File: src/rtl/rxf_pkg.sv
package rxf_pkg;
  localparam int unsigned BYTE_W    = 8;
  localparam int unsigned NUM_MATCH = 4;
  localparam int unsigned NUM_MASK  = 2;
  localparam int unsigned SEL_W     = 3;

  // register select codes
  localparam logic [SEL_W-1:0] SEL_MASK_A = 3'd4;
  localparam logic [SEL_W-1:0] SEL_MASK_B = 3'd5;
  localparam logic [SEL_W-1:0] SEL_MODE   = 3'd6;

  typedef logic [BYTE_W-1:0] byte_t;

  typedef struct packed {
    logic                        wide;   // 1 = two-byte addressing
    logic [NUM_MASK-1:0][BYTE_W-1:0]  mask;
    logic [NUM_MATCH-1:0][BYTE_W-1:0] match;
  } rxf_cfg_t;
endpackage

File: src/rtl/rxf_cfg_regs.sv
module rxf_cfg_regs
  import rxf_pkg::*;
(
  input  logic             clk,
  input  logic             rst_n,
  input  logic             we,
  input  logic [SEL_W-1:0] sel,
  input  byte_t            wdata,
  output rxf_cfg_t         cfg
);
  localparam int unsigned MIDX_W = $clog2(NUM_MATCH);

  rxf_cfg_t cfg_q;

  always_ff @(posedge clk or negedge rst_n) begin
    if (!rst_n) begin
      cfg_q <= '0;
    end else if (we) begin
      if (sel < SEL_W'(NUM_MATCH)) begin
        cfg_q.match[sel[MIDX_W-1:0]] <= wdata;
      end else if (sel == SEL_MASK_A) begin
        cfg_q.mask[0] <= wdata;
      end else if (sel == SEL_MASK_B) begin
        cfg_q.mask[1] <= wdata;
      end else if (sel == SEL_MODE) begin
        cfg_q.wide <= wdata[0];
      end
    end
  end

  assign cfg = cfg_q;
endmodule

File: src/rtl/rxf_byte_match.sv
module rxf_byte_match
  import rxf_pkg::*;
(
  input  byte_t                  data,
  input  rxf_cfg_t               cfg,
  output logic [NUM_MATCH-1:0]   hit,
  output logic                   all_ones
);
  // Even station addresses use mask A, odd ones mask B; same in both modes.
  for (genvar gi = 0; gi < NUM_MATCH; gi++) begin : g_cmp
    localparam int unsigned MSEL = gi % NUM_MASK;
    byte_t diff;
    assign diff    = (data ^ cfg.match[gi]) & ~cfg.mask[MSEL];
    assign hit[gi] = (diff == '0);
  end

  assign all_ones = &data;
endmodule

File: src/rtl/rxf_frame_ctrl.sv
module rxf_frame_ctrl
  import rxf_pkg::*;
(
  input  logic                 clk,
  input  logic                 rst_n,
  input  rxf_cfg_t             live_cfg,
  output rxf_cfg_t             act_cfg,
  input  logic                 take,
  input  logic                 last,
  input  logic [NUM_MATCH-1:0] hit,
  input  logic                 all_ones,
  output logic                 out_valid,
  output logic                 out_accept,
  output logic                 out_bcast
);
  localparam int unsigned CNT_W = 2;
  localparam logic [CNT_W-1:0] IDX_SAT = 2'd2;

  logic             in_frame_q;
  logic [CNT_W-1:0] cnt_q;
  rxf_cfg_t         snap_q;

  // per-frame partial results
  logic f_hit8_q, f_hi_q, f_lo_q, f_ff0_q, f_ff1_q;
  logic vld_q, acc_q, bc_q;

  logic [CNT_W-1:0] idx;
  logic cur_hit8, cur_hi, cur_lo;
  logic hit8_v, ff0_v, lo_v, ff1_v, complete;
  logic bc_n, acc_n;

  assign act_cfg  = in_frame_q ? snap_q : live_cfg;
  assign idx      = in_frame_q ? cnt_q : '0;
  assign cur_hit8 = |hit;
  assign cur_hi   = hit[1] | hit[3];
  assign cur_lo   = hit[2];

  always_comb begin
    hit8_v   = (idx == '0) ? cur_hit8 : f_hit8_q;
    ff0_v    = (idx == '0) ? all_ones : f_ff0_q;
    lo_v     = (idx == 2'd1) ? cur_lo : f_lo_q;
    ff1_v    = (idx == 2'd1) ? all_ones : f_ff1_q;
    complete = (idx != '0);
    if (act_cfg.wide) begin
      bc_n  = complete & ff0_v & ff1_v;
      acc_n = bc_n | (complete & f_hi_q & lo_v);
    end else begin
      bc_n  = ff0_v;
      acc_n = bc_n | hit8_v;
    end
  end

  always_ff @(posedge clk or negedge rst_n) begin
    if (!rst_n) begin
      in_frame_q <= 1'b0;
      cnt_q      <= '0;
      snap_q     <= '0;
      f_hit8_q   <= 1'b0;
      f_hi_q     <= 1'b0;
      f_lo_q     <= 1'b0;
      f_ff0_q    <= 1'b0;
      f_ff1_q    <= 1'b0;
      vld_q      <= 1'b0;
      acc_q      <= 1'b0;
      bc_q       <= 1'b0;
    end else begin
      vld_q <= take & last;
      acc_q <= take & last & acc_n;
      bc_q  <= take & last & bc_n;
      if (take) begin
        in_frame_q <= ~last;
        if (!in_frame_q) begin
          snap_q <= live_cfg;
          cnt_q  <= 2'd1;
        end else if (cnt_q != IDX_SAT) begin
          cnt_q <= cnt_q + 2'd1;
        end
        if (idx == '0) begin
          f_hit8_q <= cur_hit8;
          f_hi_q   <= cur_hi;
          f_ff0_q  <= all_ones;
        end
        if (idx == 2'd1) begin
          f_lo_q  <= cur_lo;
          f_ff1_q <= all_ones;
        end
      end
    end
  end

  assign out_valid  = vld_q;
  assign out_accept = acc_q;
  assign out_bcast  = bc_q;
endmodule

File: src/rtl/rx_addr_filter.sv
module rx_addr_filter
  import rxf_pkg::*;
(
  input  logic             clk,
  input  logic             rst_n,
  input  logic             cfg_we,
  input  logic [SEL_W-1:0] cfg_sel,
  input  logic [BYTE_W-1:0] cfg_wdata,
  input  logic             in_valid,
  output logic             in_ready,
  input  logic [BYTE_W-1:0] in_data,
  input  logic             in_end,
  output logic             out_valid,
  output logic             out_accept,
  output logic             out_bcast
);
  rxf_cfg_t             live_cfg;
  rxf_cfg_t             act_cfg;
  logic [NUM_MATCH-1:0] hit;
  logic                 all_ones;
  logic                 take;

  assign in_ready = 1'b1;
  assign take     = in_valid & in_ready;

  rxf_cfg_regs i_regs (
    .clk   (clk),
    .rst_n (rst_n),
    .we    (cfg_we),
    .sel   (cfg_sel),
    .wdata (cfg_wdata),
    .cfg   (live_cfg)
  );

  rxf_byte_match i_match (
    .data     (in_data),
    .cfg      (act_cfg),
    .hit      (hit),
    .all_ones (all_ones)
  );

  rxf_frame_ctrl i_ctrl (
    .clk        (clk),
    .rst_n      (rst_n),
    .live_cfg   (live_cfg),
    .act_cfg    (act_cfg),
    .take       (take),
    .last       (in_end),
    .hit        (hit),
    .all_ones   (all_ones),
    .out_valid  (out_valid),
    .out_accept (out_accept),
    .out_bcast  (out_bcast)
  );
endmodule

File: config.mk
export PLATFORM = sky130hd
export DESIGN_NAME = rx_addr_filter
export DESIGN_NICKNAME = d
export VERILOG_FILES = /design/src/rtl/rxf_pkg.sv /design/src/rtl/rxf_cfg_regs.sv /design/src/rtl/rxf_byte_match.sv /design/src/rtl/rxf_frame_ctrl.sv /design/src/rtl/rx_addr_filter.sv
export SDC_FILE = /design/constraint.sdc
export NUM_CORES = 1
export LEC_CHECK = 0
export BUFFER_PORTS_ARGS = -buffer_cell sky130_fd_sc_hd__buf_2
export CELL_PAD_IN_SITES_DETAIL_PLACEMENT = 1
export CELL_PAD_IN_SITES_GLOBAL_PLACEMENT = 2
export CORE_MARGIN = 2
export CORE_UTILIZATION = 43
export DETAILED_ROUTE_END_ITERATION = 7
export PLACE_DENSITY_LB_ADDON = 0.1
export SYNTH_ARGS = -nofsm -noshare
export SYNTH_HDL_FRONTEND = slang
export SYNTH_SLANG_ARGS = --single-unit
File: constraint.sdc
create_clock -name clk -period 2.4 [get_ports clk]
set_input_delay 0.48 -clock clk [delete_from_list [all_inputs] [get_ports clk]]
set_output_delay 0.48 -clock clk [all_outputs]
set_load 0.03 [all_outputs]
==> summary.txt <==
Global routing
  • First-pass GRT wire length: 21.3 mm
  • Largest net degree at the start of global routing: 49
  • Grt ovf: 0
  • Initial antenna violation count: 0
  • Total track usage: 22.1%
  • Vias in the first global route: ~3.6k

Placed design
  • # port buffers: 26
  • Pre-CTS WS: -19.7 ps
  • Detailed Place HPWL: 9.74 mm
  • GPL Wtd Cong: around 0.83
  • Placed inst area: 5670 sq um

CTS
  • Post-CTS Resized: 0
  • Worst-skew pair later-pin latency: 360 ps
  • CTS Buffer Depth: 2
  • H-tree Lvls: 3
  • Sink Count: 109
  • Post-CTS Setup Bufs: 0
  • Worst-path clk slew: 80 ps
  • CTS root buffer: clkbuf_16
  • CTS tree: done
  • Hold_buf cts: 0
  • CTS buffer count: 9

Yosys
  • Distinct cells, synth: 41
  • Primary FF master, synth: dfrtp_1
  • Post-synth top cells: 109 x dfrtp_1, 61 x xnor2_1, 59 x mux2_2
  • Synth Net Count: around 420
  • Syn avg cell area: 13.3 sq um
  • Synth warn: 0
  • Sequential area share after synthesis: 51.6%
  • Fraction of registers with async set/reset: 100%
  • Top cell type's share of synthesized area: 51.6%
  • Area contributors post-synth: dfrtp_1 52%, mux2_2 13%, xnor2_1 10%
  • Flops & latches, synth: around 110
  • EDFF count, synth: 0
  • Synthesized area: approximately 5300 sq um
  • Yosys top cell by area: dfrtp_1
  • Most frequent cell after synthesis: dfrtp_1
  • Synth Instances: 398

Timing
  • Highest clock rate: 487 MHz
  • Final setup vio count: 0
  • Final worst slack: 347 ps
  • Period utilization: 85.5%
  • Unrepaired setup endpoints after global routing: no
  • Final hold vios: 0
  • Clock skew: 8.53 ps
  • Fin crit period: 2050 ps
  • Max-slew violation count: 0

Die
  • Vert. Die Dim: between 100 and 150 um
  • Std cell rows: 40
  • Initial core utilization: 44.0%
  • Die ar.: 13200 sq um
  • Die width: 115 um
  • Num ports: 28
  • Core Area: 12000 sq um

Power
  • Power per cell area: 985 nW/um^2
  • Sw power: roughly 1900 uW
  • Logic pwr share: 27.1%
  • Pint: ~4000 uW
  • Register share of total power: 48.2%
  • Leakage power: 0.00248 uW
  • Maximum VDD drop: a little over 0.0007 V
  • Clk network pwr share: 24.7%
  • Switching share of total power: about a third

Detailed routing
  • DR vias: 3284
  • Met2 wire length: 6.38 mm
  • Met3 wire length: ~390 um
  • Final ANT Viol Nets: 0
  • Detailed-route wire length: 13.3 mm
  • Iteration-0 DRC Markers: approximately 120
  • Via density: 5.56
  • # DRC: 0
  • DRT Pass-1 Iters: 4
  • Top Layer Used: met4
  • Met1 wire length: 6.40 mm
  • DR WL/cell: 22.5 um

Critical path
  • Worst path cell trace: buf_2 > buf_4 > xnor2_1 > o22ai_1 > nor3_1 > o211ai_1 > nand4_1 > a2111oi_2 > a2111oi_2
  • WP data arrival: roughly 2300 ps
  • Max incr delay on CP: around 380 ps
  • Most used cell, CP: a2111oi_2
  • Startpoint types: input port
  • WP buf/inv: 2
  • Crit end category: flip-flop
  • Crit path max-delay family: compound AO/OA/AOI/OAI gates
  • Crit path kind: in -> reg
  • Critical-path maximum fanout: 5
  • Critical Path RT: 2620 ps
  • Slowest cell on the critical path: a2111oi_2

Min path
  • Hold/Removal Path Class: in -> async

Layout
  • Syn-to-layout area delta: 12.8%
  • Number of diodes: 0
  • Cell area after layout: around 6000 sq um
  • Nets@finish: 465
  • Layout cells sized above 1: 32.7%

Status
  • Status: finished, final reports clean

Run
  • Max_cap viols: 0
[final cells by class]
type | instances | area, sq um
flip-flops and latches | 109 | 2730
clock buffers | 10 | 239
well taps | 147 | 184
fillers | 1262 | 6060
repair buffers | 49 | 343
inverters | 5 | 18.8
clock inverters | 5 | 42.5
multi-input cells | 266 | 2400
[worst paths after layout]
kind,start,endpoint,slack [ps],depth (start not counted)
max,in_data[3],i_ctrl.out_accept,350,9
min,rst_n,i_ctrl.snap_q[30],80,1
max reg2reg,i_ctrl.snap_q[27],i_ctrl.out_accept,420,7
min reg2reg,i_ctrl.f_hit8_q,i_ctrl.f_hit8_q,500,2
max in group asynchronous,rst_n,i_ctrl.snap_q[24],1730,2
min in group clk,cfg_wdata[5],i_regs.cfg[21],430,2
[logic make-up after synthesis]
family          count (synthesis)  share of synthesized area [%]
flops                         109                           51.6
mux                           103                           21.9
fa+ha+maj                       1                          0.237
simple gates                   46                           5.52
buf+inv                        23                           2.94
xor+xnor                       64                           11.0
compound gates                 51                           6.61
other cells                     1                         0.0710
[placed cells by master, fill, tap and decap left out, drive strengths merged]
cell and instances:
dfrtp 109, mux2 102, xnor2 64, buf 49, o22ai 23, nand2 10, clkbuf 10, o21ai 10
nor2 10, nor3 9, inv 8, a21oi 5, o22a 4, o211ai 4, nand4 3, nand3 3
nand4b 3, nor3b 3, a2111oi 2, a311oi 2, nor4 2, or3 1, or4 1, a22o 1
mux2i 1, nand2b 1, ha 1, conb 1, clkinv 1, clkinvlp 1
[registers in the layout (all words and copies together) (netlist names)]
register,cells
i_ctrl.f_hi_q,1
i_ctrl.cnt_q,2
i_ctrl.out_bcast,1
i_ctrl.f_lo_q,1
i_ctrl.in_frame_q,1
i_ctrl.f_hit8_q,1
i_ctrl.f_ff1_q,1
i_ctrl.out_accept,1
i_ctrl.f_ff0_q,1
i_ctrl.snap_q,49
i_regs.cfg,49
i_ctrl.out_valid,1
[routing by layer]
metal	GRT usage (%)	up-vias
met1	30.2	1731
li1	-	1507
met3	5.17	9
met5	0	-
met4	5.14	0
met2	36.3	37
[worst register-to-register path, cell delays in order, from the launching register on]
cell       delay, ps
dfrtp_1          400
xnor2_1          130
o22ai_1          350
nor3_1           150
o211ai_1         110
nand4_1          190
a2111oi_2        380
a2111oi_2        130
[power by group through the flow]
stage / Clock, uW / Combinational (uW) / Sequential [uW]
floorplan: 0 / 1160 / 2700
global placement: 0 / 1570 / 2850
detailed placement: 0 / 1610 / 2860
CTS: 1490 / 1620 / 2830
global route: 1560 / 1740 / 2900
finish: 1450 / 1590 / 2830
[stage by stage]
stage	cells	total power [uW]	util, %	hold slack, ps	setup TNS, ps
finish	591	5870	49.6	83.1	0
global route	591	6200	49.6	107	0
CTS	591	5940	49.6	91.0	0
detailed placement	576	4470	47.2	475	-24.1
global placement	576	4420	47.2	474	0
floorplan	398	3870	-	184	0
(Power assumes the default switching activity.)
